File: config.mk
export PLATFORM = sky130hd
export DESIGN_NAME = wih_home_ctrl
export DESIGN_NICKNAME = d
export VERILOG_FILES = /design/src/rtl/wih_pkg.sv /design/src/rtl/wih_ack_tracker.sv /design/src/rtl/wih_directory.sv /design/src/rtl/wih_seq.sv /design/src/rtl/wih_home_ctrl.sv
export SDC_FILE = /design/constraint.sdc
export NUM_CORES = 1
export LEC_CHECK = 0
export BUFFER_PORTS_ARGS = -buffer_cell sky130_fd_sc_hd__buf_2
export CAP_MARGIN = 20
export CELL_PAD_IN_SITES_DETAIL_PLACEMENT = 1
export CELL_PAD_IN_SITES_GLOBAL_PLACEMENT = 1
export CORE_UTILIZATION = 40
export CTS_BUF_LIST = sky130_fd_sc_hd__clkbuf_2
export CTS_CLUSTER_DIAMETER = 80
export DETAILED_ROUTE_END_ITERATION = 8
export PLACE_DENSITY_LB_ADDON = 0.1
export SKIP_CTS_REPAIR_TIMING = 1
export SYNTH_ARGS = -nofsm -noshare
export SYNTH_HDL_FRONTEND = slang
export SYNTH_SLANG_ARGS = --single-unit
File: constraint.sdc
create_clock -name clk -period 5.2 [get_ports clk]
set_input_delay 0 -clock clk [delete_from_list [all_inputs] [get_ports clk]]
set_output_delay 0 -clock clk [all_outputs]
set_load 0.01 [all_outputs]
File: src/rtl/wih_pkg.sv
package wih_pkg;
  typedef enum logic [2:0] {
    S_IDLE       = 3'd0,
    S_LOCK       = 3'd1,
    S_INVAL      = 3'd2,
    S_WAIT_ACK   = 3'd3,
    S_UPDATE     = 3'd4,
    S_RELEASE    = 3'd5,
    S_ACK_WRITER = 3'd6
  } wih_state_e;
endpackage

File: src/rtl/wih_ack_tracker.sv
module wih_ack_tracker #(
  parameter int N_NODES = 4
) (
  input  logic               clk,
  input  logic               rst_n,
  input  logic               load,
  input  logic [N_NODES-1:0] load_vec,
  input  logic               ack_en,
  input  logic [N_NODES-1:0] ack,
  output logic [N_NODES-1:0] pending,
  output logic               pend_zero,
  output logic               pend_zero_next
);
  // One outstanding-acknowledgement flag per node.
  for (genvar i = 0; i < N_NODES; i++) begin : g_bit
    always_ff @(posedge clk or negedge rst_n) begin
      if (!rst_n) begin
        pending[i] <= 1'b0;
      end else if (load) begin
        pending[i] <= load_vec[i];
      end else if (ack_en && ack[i]) begin
        pending[i] <= 1'b0;
      end
    end
  end

  assign pend_zero      = ~|pending;
  assign pend_zero_next = ~|(pending & ~(ack_en ? ack : '0));

  // Outside a load, flags may only clear; a stray ack cannot set one.
  assert_pending_no_set_R5: assert property (@(posedge clk) disable iff (!rst_n)
    !load |=> ((pending & ~$past(pending)) == '0));
endmodule

File: src/rtl/wih_directory.sv
module wih_directory #(
  parameter int N_NODES = 4,
  parameter int NODE_W  = 2
) (
  input  logic               clk,
  input  logic               rst_n,
  input  logic               rd_fire,
  input  logic [NODE_W-1:0]  rd_node,
  input  logic               upd,
  input  logic [NODE_W-1:0]  upd_node,
  output logic [N_NODES-1:0] sharers
);
  localparam logic [N_NODES-1:0] ONE = {{(N_NODES-1){1'b0}}, 1'b1};

  logic [N_NODES-1:0] rd_mask, upd_mask;
  assign rd_mask  = ONE << rd_node;
  assign upd_mask = ONE << upd_node;

  always_ff @(posedge clk or negedge rst_n) begin
    if (!rst_n) begin
      sharers <= '0;
    end else if (upd) begin
      sharers <= upd_mask;
    end else if (rd_fire) begin
      sharers <= sharers | rd_mask;
    end
  end

  assert_owner_only_R8: assert property (@(posedge clk) disable iff (!rst_n)
    upd |=> (sharers == $past(upd_mask)));
endmodule

File: src/rtl/wih_seq.sv
module wih_seq
  import wih_pkg::*;
(
  input  logic       clk,
  input  logic       rst_n,
  input  logic       wr_fire,
  input  logic       pend_zero,
  input  logic       pend_zero_next,
  output wih_state_e state
);
  wih_state_e nxt;

  always_comb begin
    nxt = state;
    unique case (state)
      S_IDLE:       if (wr_fire) nxt = S_LOCK;
      S_LOCK:       nxt = pend_zero ? S_UPDATE : S_INVAL;
      S_INVAL:      nxt = S_WAIT_ACK;
      S_WAIT_ACK:   if (pend_zero_next) nxt = S_UPDATE;
      S_UPDATE:     nxt = S_RELEASE;
      S_RELEASE:    nxt = S_ACK_WRITER;
      S_ACK_WRITER: nxt = S_IDLE;
      default:      nxt = S_IDLE;
    endcase
  end

  always_ff @(posedge clk or negedge rst_n) begin
    if (!rst_n) state <= S_IDLE;
    else        state <= nxt;
  end

  assert_inval_after_lock_R3: assert property (@(posedge clk) disable iff (!rst_n)
    (state == S_INVAL) |-> ($past(state) == S_LOCK));
  assert_lock_after_accept_R2: assert property (@(posedge clk) disable iff (!rst_n)
    (state == S_LOCK) |-> $past(wr_fire));
endmodule

File: src/rtl/wih_home_ctrl.sv
module wih_home_ctrl
  import wih_pkg::*;
#(
  parameter int N_NODES = 4,
  parameter int DATA_W  = 16,
  parameter int NODE_W  = (N_NODES > 1) ? $clog2(N_NODES) : 1
) (
  input  logic               clk,
  input  logic               rst_n,
  input  logic               wr_valid,
  output logic               wr_ready,
  input  logic [NODE_W-1:0]  wr_node,
  input  logic [DATA_W-1:0]  wr_data,
  input  logic               rd_valid,
  output logic               rd_ready,
  input  logic [NODE_W-1:0]  rd_node,
  output logic [N_NODES-1:0] inv_req,
  input  logic [N_NODES-1:0] inv_ack,
  output logic               mem_we,
  output logic [DATA_W-1:0]  mem_wdata,
  output logic               locked,
  output logic [N_NODES-1:0] sharers,
  output logic               wr_done,
  output logic [NODE_W-1:0]  wr_done_node
);
  localparam logic [N_NODES-1:0] ONE = {{(N_NODES-1){1'b0}}, 1'b1};

  wih_state_e         state;
  logic               wr_fire, rd_fire;
  logic               pend_zero, pend_zero_next;
  logic [N_NODES-1:0] pending, writer_mask, wr_mask_q;
  logic [NODE_W-1:0]  wr_id_q;
  logic [DATA_W-1:0]  data_q;

  assign wr_ready    = (state == S_IDLE);
  assign wr_fire     = wr_valid && wr_ready;
  assign locked      = (state == S_LOCK) || (state == S_INVAL) ||
                       (state == S_WAIT_ACK) || (state == S_UPDATE);
  assign rd_ready    = !locked && !(state == S_IDLE && wr_valid);
  assign rd_fire     = rd_valid && rd_ready;
  assign writer_mask = ONE << wr_node;

  always_ff @(posedge clk or negedge rst_n) begin
    if (!rst_n) begin
      wr_id_q   <= '0;
      data_q    <= '0;
      wr_mask_q <= '0;
    end else if (wr_fire) begin
      wr_id_q   <= wr_node;
      data_q    <= wr_data;
      wr_mask_q <= writer_mask;
    end
  end

  wih_seq u_seq (
    .clk            (clk),
    .rst_n          (rst_n),
    .wr_fire        (wr_fire),
    .pend_zero      (pend_zero),
    .pend_zero_next (pend_zero_next),
    .state          (state)
  );

  wih_ack_tracker #(.N_NODES(N_NODES)) u_track (
    .clk            (clk),
    .rst_n          (rst_n),
    .load           (wr_fire),
    .load_vec       (sharers & ~writer_mask),
    .ack_en         ((state == S_INVAL) || (state == S_WAIT_ACK)),
    .ack            (inv_ack),
    .pending        (pending),
    .pend_zero      (pend_zero),
    .pend_zero_next (pend_zero_next)
  );

  wih_directory #(.N_NODES(N_NODES), .NODE_W(NODE_W)) u_dir (
    .clk      (clk),
    .rst_n    (rst_n),
    .rd_fire  (rd_fire),
    .rd_node  (rd_node),
    .upd      (state == S_UPDATE),
    .upd_node (wr_id_q),
    .sharers  (sharers)
  );

  assign inv_req      = (state == S_INVAL) ? pending : '0;
  assign mem_we       = (state == S_UPDATE);
  assign mem_wdata    = mem_we ? data_q : '0;
  assign wr_done      = (state == S_ACK_WRITER);
  assign wr_done_node = wr_id_q;

  assert_update_after_acks_R4: assert property (@(posedge clk) disable iff (!rst_n)
    mem_we |-> pend_zero);
  assert_inv_skips_writer_R3: assert property (@(posedge clk) disable iff (!rst_n)
    (|inv_req) |-> ((inv_req & wr_mask_q) == '0));
  assert_release_after_update_R7: assert property (@(posedge clk) disable iff (!rst_n)
    mem_we |=> !locked);
  assert_done_after_release_R7: assert property (@(posedge clk) disable iff (!rst_n)
    wr_done |-> $past(!locked && !mem_we && !wr_done));
  assert_read_held_R9: assert property (@(posedge clk) disable iff (!rst_n)
    rd_fire |-> !locked);
endmodule

==> flow_summary.json, run 1 <==
{
  "fmax_ghz": 0.370,
  "syn_area_sq_um": 1470,
  "switching_power_w": 0.000435,
  "seqPwrFrac": 0.401,
  "antennaDiodeCount": 0,
  "required_ps": 5430,
  "gr-total-overflow": 0,
  "die_x_microns": 62.7,
  "timing.rr.end": "u_dir.sharers[1]",
  "hold_viol_final": 0,
  "hold_class": "in2reg",
  "relSlewSlack": 0.365,
  "synth_common_cells": "29 x dfrtp_1, 18 x and3_1, 14 x o21ai_0, 8 x mux2_2, 8 x mux2_4",
  "cts_buffers": 5,
  "design_area_sq_um": 2090,
  "grt_max_degree": 30,
  "cts_tree": "yes",
  "min_period_over_period": 0.520,
  "cts.clk_slew.worst_paths_ps": 170,
  "fp-row-count": 21,
  "slew_viol_final": 0,
  "hold_end": "u_track.pending[1]",
  "synth.distinct_cells": 30,
  "synth_flop_cell": "dfrtp_1",
  "critPathTopFamily": "simple AND/OR/NAND/NOR gates",
  "async_flop_share": 1.00,
  "die_y_microns": 62.7,
  "p_int_w": 0.000674,
  "grt_usage": 0.211,
  "clkSinkCount": 29,
  "routed_wl_microns": 4430,
  "worstPathArrival_ps": 2940,
  "outcome": "finished clean",
  "cts_buffer_depth": 2,
  "path_buf_inv": 1,
  "post-synth-top-area-fraction": 0.492,
  "initial_core_util": 0.428,
  "tightest_slew_ps": 949,
  "power_leakage_nw": 1.11,
  "min_delay_path_depth": 4,
  "io_pins": 59,
  "clock_latency_ps": 350,
  "ys_seq_area_frac": 0.492,
  "path_class": "reg2reg",
  "drt_iter0_drc": 72,
  "hp-start": "inv_ack[1]",
  "h-tree-depth": 2,
  "hpwl_microns": 2680,
  "grt_pass1_wl_microns": 6490,
  "crit_fanout": 18,
  "core_sq_um": 3440,
  "critPathCaptureType": "flop",
  "area_growth_pct": 41.8,
  "cp_slowest_cell": "nor2_1",
  "crit_start": "u_seq.state[1]",
  "syn-num-nets": 162,
  "nets": 245,
  "period_needed_ps": 2700,
  "die-area_sq_um": 3930,
  "rrSetupSlack_ps": 2500,
  "placed_area_sq_um": 1770,
  "synth_most_common_cell": "dfrtp_1",
  "ant_nets": 0,
  "switching_share": 0.392,
  "cp_cell_sequence": "nor2_1 > and2_1 > mux2i_1 > o21ai_0 > dlygate4sd3_1",
  "reg2reg_depth": 5,
  "postSynthCellCount": 134,
  "ys_seq_elements": 29,
  "timing.setup.tns_ps": 0,
  "antenna_found_initial": 0,
  "first_pass_iters": 4,
  "clock_power_share": 0.146,
  "setup_viol": 0,
  "max_stage_delay_ps": 780,
  "synth_area_per_cell_sq_um": 11.0,
  "synth_top_area_cell": "dfrtp_1",
  "ir_drop_mv": 0.254,
  "drcViolationCount": 0,
  "drive_gt1_frac": 0.376,
  "cts_root_buf": "clkbuf_2",
  "via_count": 1366,
  "hold_ws_ps": 2.27,
  "synth_area_leaders": "dfrtp_1 49%, mux2_4 8.1%, and3_1 7.6%",
  "synth_edf_count": 0,
  "utilization": 0.607,
  "p_per_area_nw_per_um2": 531,
  "routed_via_density": 5.17,
  "grt_setup_unrepaired": "false",
  "skew_ps": 21.9,
  "ys_warn_count": 0,
  "p_comb_frac": 0.453,
  "grt_pass1_vias": 1314,
  "timing.rr.start": "u_seq.state[1]",
  "wl_per_cell_microns": 16.8,
  "place_congestion": 0.672,
  "cp-start-kind": "flop",
  "io_buffers": 58,
  "maxCapViolCount": 0
}
tightest hold or removal path: stages:
cell and delay, ps:
buf_2 90, inv_1 60, o211ai_1 90, o21ai_0 70
through the flow:
step	setup slack [ps]	cells	total power [W]
2_1_floorplan	3490	134	0.000764
3_3_place_gp	3120	230	0.000886
3_5_place_dp	3050	230	0.000913
4_1_cts	2990	238	0.00108
5_1_grt	2290	264	0.00119
6_report	2500	264	0.00111
state kept, by name (all words and copies together), names as in the netlist:
name / flops
u_dir.sharers: 4
data_q: 16
u_track.pending: 4
wr_done_node: 2
u_seq.state: 3
how the worst max path moves through the flow:
stage	slack [ps]	cells past startpoint	to
final	2500	5	u_dir.sharers[1]
after global routing	2290	5	u_dir.sharers[1]
after global placement	3120	4	u_dir.sharers[0]
after detailed placement	3050	4	u_dir.sharers[0]
after CTS	2990	3	rd_ready
after floorplan	3490	5	data_q[10]
kinds of logic (layout without fill, tap and decap cells):
kind of cell | after synthesis | after routing | share of synthesized area
and+or+nand+nor | 48 | 48 | 0.194
DFF | 29 | 29 | 0.492
AOI/OAI and AO/OA | 26 | 26 | 0.111
muxes | 17 | 17 | 0.149
buffers and inverters | 14 | 98 | 0.0535
routing by layer:
layer / track usage / part of all wire / up-vias
li1: - / - / 645
met1: 0.267 / 0.40 / 672
met2: 0.346 / 0.54 / 45
met3: 0.0693 / 0.040 / 4
met4: 0.0552 / 0.011 / 0
met5: 0 / 0 / -
cell type report:
class	instances	area (sq um)
Fill cell	408	1350
Sequential cell	29	726
Clock buffer	6	30.0
Clock inverter	2	33.8
Timing Repair Buffer	84	551
Multi-Input combinational cell	91	669
Tap cell	46	57.6
Inverter	6	22.5
power by group through the flow:
| stage | Clock, W | Sequential (W) | Combinational [W] |
|---|---|---|---|
| after floorplan | 0 | 0.000406 | 0.000358 |
| final | 0.000162 | 0.000445 | 0.000503 |
| after CTS | 0.000165 | 0.000439 | 0.000474 |
| after detailed placement | 0 | 0.000442 | 0.000470 |
| after global placement | 0 | 0.000431 | 0.000455 |
| after global routing | 0.000174 | 0.000461 | 0.000554 |
cell usage in the layout, fill, tap and decap left out:
| cell | count |
|---|---|
| inv_1 | 6 |
| nand2b_1 | 3 |
| o21ai_0 | 14 |
| nor2b_1 | 2 |
| a22oi_1 | 3 |
| clkbuf_2 | 6 |
| nor3_1 | 1 |
| dfrtp_1 | 29 |
| nand2_1 | 5 |
| mux2_4 | 8 |
| o21a_1 | 2 |
| or4_1 | 1 |
| o31a_1 | 1 |
| and2_1 | 5 |
| and3_1 | 18 |
| nor2_1 | 6 |
| mux2i_1 | 1 |
| mux2_2 | 8 |
| nand4_1 | 1 |
| bufinv_16 | 1 |
| a222oi_1 | 1 |
| nand3_1 | 2 |
| clkinv_1 | 1 |
| nand4b_1 | 1 |
| o211ai_1 | 3 |
| dlygate4sd3_1 | 26 |
| or4b_4 | 1 |
| o2bb2ai_1 | 1 |
| nor4bb_1 | 1 |
| nor3b_1 | 1 |
| o22ai_1 | 1 |
| buf_2 | 58 |
(Power assumes the default switching activity.)
==> run 2, diff against run 1 <==
--- a/config.mk
+++ b/config.mk
@@ -9,7 +9,7 @@
 export CAP_MARGIN = 20
 export CELL_PAD_IN_SITES_DETAIL_PLACEMENT = 1
 export CELL_PAD_IN_SITES_GLOBAL_PLACEMENT = 1
-export CORE_UTILIZATION = 40
+export CORE_UTILIZATION = 34
 export CTS_BUF_LIST = sky130_fd_sc_hd__clkbuf_2
 export CTS_CLUSTER_DIAMETER = 80
 export DETAILED_ROUTE_END_ITERATION = 8
==> constraint.sdc (replaced) <==
create_clock -name clk -period 2.3 [get_ports clk]
set_input_delay 0 -clock clk [delete_from_list [all_inputs] [get_ports clk]]
set_output_delay 0 -clock clk [all_outputs]
set_load 0.01 [all_outputs]
==> run 2 against run 1 <==
Final cell count is 1.9% higher. Via count down 2.3%. Count of clock-buffer cells in the layout shrank 1. Sequential cell count unchanged. Combinational power up 130%. Die area is 17% higher. Cell area decreased by 0.90%. Sequential share of layout area is 0.31 points higher. Critical path depth down 2. Routed wire length shrank 10%. Clock skew is 1.1 ps higher. Worst setup slack worse by 2100 ps. Largest power group unchanged.
==> flow_summary.json, run 2 (synthesized netlist as in run 1, its figures left out) <==
{
  "min_period_over_period": 0.849,
  "drcViolationCount": 0,
  "hold_viol_final": 0,
  "fp-row-count": 23,
  "antennaDiodeCount": 0,
  "ant_nets": 0,
  "hpwl_microns": 2720,
  "clkSinkCount": 29,
  "largest_register_ffs": 16,
  "worstPathArrival_ps": 1950,
  "layout_common_cells": "58 x buf_2, 29 x dfrtp_1, 24 x dlygate4sd3_1, 18 x and3_1, 14 x o21ai_0",
  "die_x_microns": 67.8,
  "die-area_sq_um": 4600,
  "path_buf_inv": 1,
  "hold_class": "in2reg",
  "crit_fanout": 19,
  "p_per_area_nw_per_um2": 1150,
  "grt_pass1_vias": 1253,
  "cts_buffers": 5,
  "relSlewSlack": 0.559,
  "cts.clk_slew.worst_paths_ps": 170,
  "power_leakage_nw": 1.10,
  "required_ps": 2300,
  "slew_viol_final": 0,
  "max_stage_delay_ps": 710,
  "clock_latency_ps": 360,
  "initial_core_util": 0.361,
  "tightest_slew_ps": 662,
  "place_congestion": 0.732,
  "grt_setup_unrepaired": "false",
  "gr-total-overflow": 0,
  "final_common_cell": "buf_2",
  "fmax_ghz": 0.512,
  "timing.setup.tns_ps": 0,
  "cts_buffer_depth": 2,
  "first_pass_iters": 4,
  "io_pins": 59,
  "critPathCaptureType": "primary output",
  "path_class": "reg2out",
  "ir_drop_mv": 0.558,
  "drive_gt1_frac": 0.384,
  "cts_tree": "yes",
  "cp_cell_sequence": "or4b_4 > o21a_1 > buf_2",
  "cp_slowest_cell": "or4b_4",
  "period_needed_ps": 1950,
  "drt_iter0_drc": 39,
  "nets": 246,
  "cts_root_buf": "clkbuf_2",
  "core_sq_um": 4090,
  "via_count": 1334,
  "reg.largest.list": "data_q x16, u_dir.sharers x4, u_track.pending x4",
  "critPathTopFamily": "simple AND/OR/NAND/NOR gates",
  "grt_max_degree": 30,
  "maxCapViolCount": 0,
  "die_y_microns": 67.8,
  "routed_via_density": 4.96,
  "utilization": 0.507,
  "h-tree-depth": 2,
  "top_register": "data_q",
  "setup_viol": 0,
  "routed_wl_microns": 3990,
  "area_growth_pct": 40.5,
  "io_buffers": 58,
  "grt_usage": 0.177,
  "skew_ps": 23.0,
  "hold_ws_ps": 11.7,
  "wl_per_cell_microns": 14.8,
  "outcome": "finished clean",
  "antenna_found_initial": 0,
  "grt_pass1_wl_microns": 5940,
  "cp-start-kind": "flop"
}
[run 2: final timing paths]
kind | start | end | slack [ps] | cells after the start
max | u_seq.state[1] | rd_ready | 350 | 3
min | inv_ack[0] | u_track.pending[0] | 10 | 4
max reg2reg | u_seq.state[1] | u_dir.sharers[0] | 390 | 4
min reg2reg | data_q[2] | data_q[2] | 520 | 1
max in group asynchronous | rst_n | data_q[15] | 1680 | 2
min in group asynchronous | rst_n | u_seq.state[1] | 170 | 2
[run 2: per-stage QoR]
| stage | power, W | cells | setup slack (ps) | cell area [sq um] |
|---|---|---|---|---|
| floorplan | 0.00173 | 134 | 586 | 1470 |
| detailed placement | 0.00211 | 237 | 428 | 1790 |
| global route | 0.00258 | 269 | 238 | 2070 |
| global placement | 0.00206 | 237 | 497 | 1790 |
| finish | 0.00237 | 269 | 348 | 2070 |
| CTS | 0.00236 | 245 | 338 | 1830 |
[run 2: power breakdown]
group	internal (W)	switching (W)
sequential	0.000757	0.000190
clock	0.0000665	0.000185
combinational	0.000594	0.000582
total	0.00142	0.000956
[run 2: tightest hold or removal path, stage by stage]
cell and delay [ps]:
buf_2 90, inv_1 70, o211ai_1 100, o21ai_0 80
[run 2: final cells by class]
| class | count | area [sq um] |
|---|---|---|
| fillers | 480 | 2020 |
| flip-flops and latches | 29 | 726 |
| multi-input cells | 91 | 669 |
| repair buffers | 85 | 553 |
| well taps | 50 | 62.6 |
| clock buffers | 5 | 25.0 |
| inverters | 6 | 22.5 |
| clock inverters | 3 | 12.5 |
[run 2: metal layers]
| metal | share of wire | global-route usage | vias to the layer above |
|---|---|---|---|
| li1 | - | - | 647 |
| met1 | 0.45 | 0.229 | 643 |
| met2 | 0.49 | 0.283 | 38 |
| met3 | 0.049 | 0.0583 | 6 |
| met4 | 0.0088 | 0.0469 | 0 |
| met5 | 0 | 0 | - |
==> run 3, diff against run 2 <==
--- a/config.mk
+++ b/config.mk
@@ -9,7 +9,7 @@
 export CAP_MARGIN = 20
 export CELL_PAD_IN_SITES_DETAIL_PLACEMENT = 1
 export CELL_PAD_IN_SITES_GLOBAL_PLACEMENT = 1
-export CORE_UTILIZATION = 34
+export CORE_UTILIZATION = 37
 export CTS_BUF_LIST = sky130_fd_sc_hd__clkbuf_2
 export CTS_CLUSTER_DIAMETER = 80
 export DETAILED_ROUTE_END_ITERATION = 8
==> constraint.sdc (replaced) <==
create_clock -name clk -period 1.9 [get_ports clk]
set_input_delay 0 -clock clk [delete_from_list [all_inputs] [get_ports clk]]
set_output_delay 0 -clock clk [all_outputs]
set_load 0.01 [all_outputs]
==> run 3 against run 2 <==
The run now ends with hold timing left. Count of clock-buffer cells in the layout is 1 higher. Utilization is 5.8 points higher. Register-to-register slack got worse by 190 ps. Cell area up 2.1%. Routed wire length grew 6.7%. Global-route usage is 2.6 points higher. Die area is 7.9% lower. Via count up 2.6%. Critical path depth stayed put.
==> flow_summary.json, run 3 (synthesized netlist as in run 1, its figures left out) <==
{
  "fp-row-count": 22,
  "cts_buffer_depth": 2,
  "dpl.cell_count": 238,
  "grt_usage": 0.202,
  "die-area_sq_um": 4240,
  "period_needed_ps": 1750,
  "violations": "hold timing",
  "clock_latency_ps": 380,
  "required_ps": 1900,
  "cts.clk_slew.worst_paths_ps": 170,
  "gr-total-overflow": 0,
  "grt_max_degree": 30,
  "p_per_area_nw_per_um2": 1400,
  "core_sq_um": 3740,
  "n_fill_cell": 442,
  "antennaDiodeCount": 0,
  "ir_drop_mv": 0.822,
  "crit_fanout": 8,
  "die_x_microns": 65.1,
  "place_ws_ps": 233,
  "largest_register_ffs": 16,
  "hold_end": "u_track.pending[2]",
  "cts_tree": "yes",
  "via_count": 1369,
  "drcViolationCount": 0,
  "use_met2": 0.322,
  "cts_buffers": 5,
  "met3_usage": 0.0625,
  "h-tree-depth": 2,
  "hold_ws_ps": -6.79,
  "setup_ws_ps": 147,
  "power_leakage_nw": 1.13,
  "multi_input_area_sq_um": 669,
  "setup_viol": 0,
  "hold_class": "in2reg",
  "hold_viol_final": 1,
  "layout_common_cells": "58 x buf_2, 29 x dfrtp_1, 26 x dlygate4sd3_1, 18 x and3_1, 14 x o21ai_0",
  "io_buffers": 58,
  "routed_wl_microns": 4250,
  "rrSetupSlack_ps": 200,
  "p_total_w": 0.00296,
  "regArea_sq_um": 726,
  "antenna_found_initial": 0,
  "fmax_ghz": 0.570,
  "ant_nets": 0,
  "worstPathArrival_ps": 1750,
  "timing.setup.tns_ps": 0,
  "place_congestion": 0.736,
  "timing.rr.start": "u_seq.state[0]",
  "path_class": "reg2out",
  "tightest_slew_ps": 673,
  "skew_ps": 17.7,
  "reg.largest.list": "data_q x16, u_dir.sharers x4, u_track.pending x4",
  "outcome": "finished with violations",
  "timing.rr.end": "data_q[11]",
  "grt_pass1_vias": 1317,
  "io_pins": 59,
  "critPathCaptureType": "primary output",
  "relSlewSlack": 0.551,
  "hp-start": "inv_ack[2]",
  "drive_gt1_frac": 0.397,
  "top_register": "data_q",
  "nets": 251,
  "initial_core_util": 0.394,
  "cts_root_buf": "clkbuf_2",
  "cp-start-kind": "flop",
  "maxCapViolCount": 0,
  "drt_iter0_drc": 58,
  "wl_per_cell_microns": 15.6,
  "slew_viol_final": 0,
  "instances_no_fill": 272,
  "grt_setup_unrepaired": "false",
  "min_delay_path_depth": 4,
  "reg2reg_depth": 3,
  "routed_via_density": 5.03,
  "first_pass_iters": 4,
  "area_growth_pct": 43.4,
  "min_period_over_period": 0.923,
  "grt_pass1_wl_microns": 6260,
  "use_met1": 0.258,
  "clkSinkCount": 29,
  "die_y_microns": 65.1,
  "final_common_cell": "buf_2",
  "hpwl_microns": 2920,
  "busiest_layer": "met2"
}
-- run 3: cell types whose count changed in the layout (fill, tap and decap cells not counted), sizes merged --
cell / previous run / this run
clkbuf: 5 / 6
dlygate4sd3: 24 / 26
buf: 61 / 64
clkinv: 3 / 2
-- run 3: per-layer routing --
layer | vias to the layer above | wire [microns]
met4 | 0 | 57
met3 | 7 | 200
met5 | - | 0
met2 | 42 | 2060
li1 | 657 | -
met1 | 663 | 1930
-- run 3: critical path, cell delays in order (launching register included) --
cell	delay (ps)
dfrtp_1	490
or4b_4	550
o21a_1	170
buf_2	160
-- run 3: worst max path at each step --
stage | to | slack, ps | from | cells after the start
after floorplan | data_q[10] | 190 | u_seq.state[1] | 5
after global placement | data_q[13] | 280 | u_seq.state[0] | 3
after detailed placement | data_q[10] | 230 | u_seq.state[0] | 3
after CTS | rd_ready | 140 | u_seq.state[0] | 3
after global routing | rd_ready | 60 | u_seq.state[0] | 3
final | rd_ready | 150 | u_seq.state[0] | 3
-- run 3: cell type report --
class,count,area share
clock buffer,6,0.0142
clock inverter,2,0.00474
inverter,6,0.0107
multi-input combinational,91,0.317
sequential,29,0.343
tap,48,0.0284
timing repair buffer,90,0.282
-- run 3: where the power goes --
part | switching (W) | internal, W
clock | 0.000233 | 0.0000923
combinational | 0.000727 | 0.000754
sequential | 0.000233 | 0.000916
total | 0.00119 | 0.00176
-- run 3: per-stage QoR --
step / utilization / hold slack [ps] / cell area (sq um)
2_1_floorplan: - / -296 / 1470
3_3_place_gp: 0.484 / 75.0 / 1810
3_5_place_dp: 0.484 / 77.2 / 1810
4_1_cts: 0.495 / -364 / 1850
5_1_grt: 0.565 / 11.5 / 2110
6_report: 0.565 / -6.79 / 2110
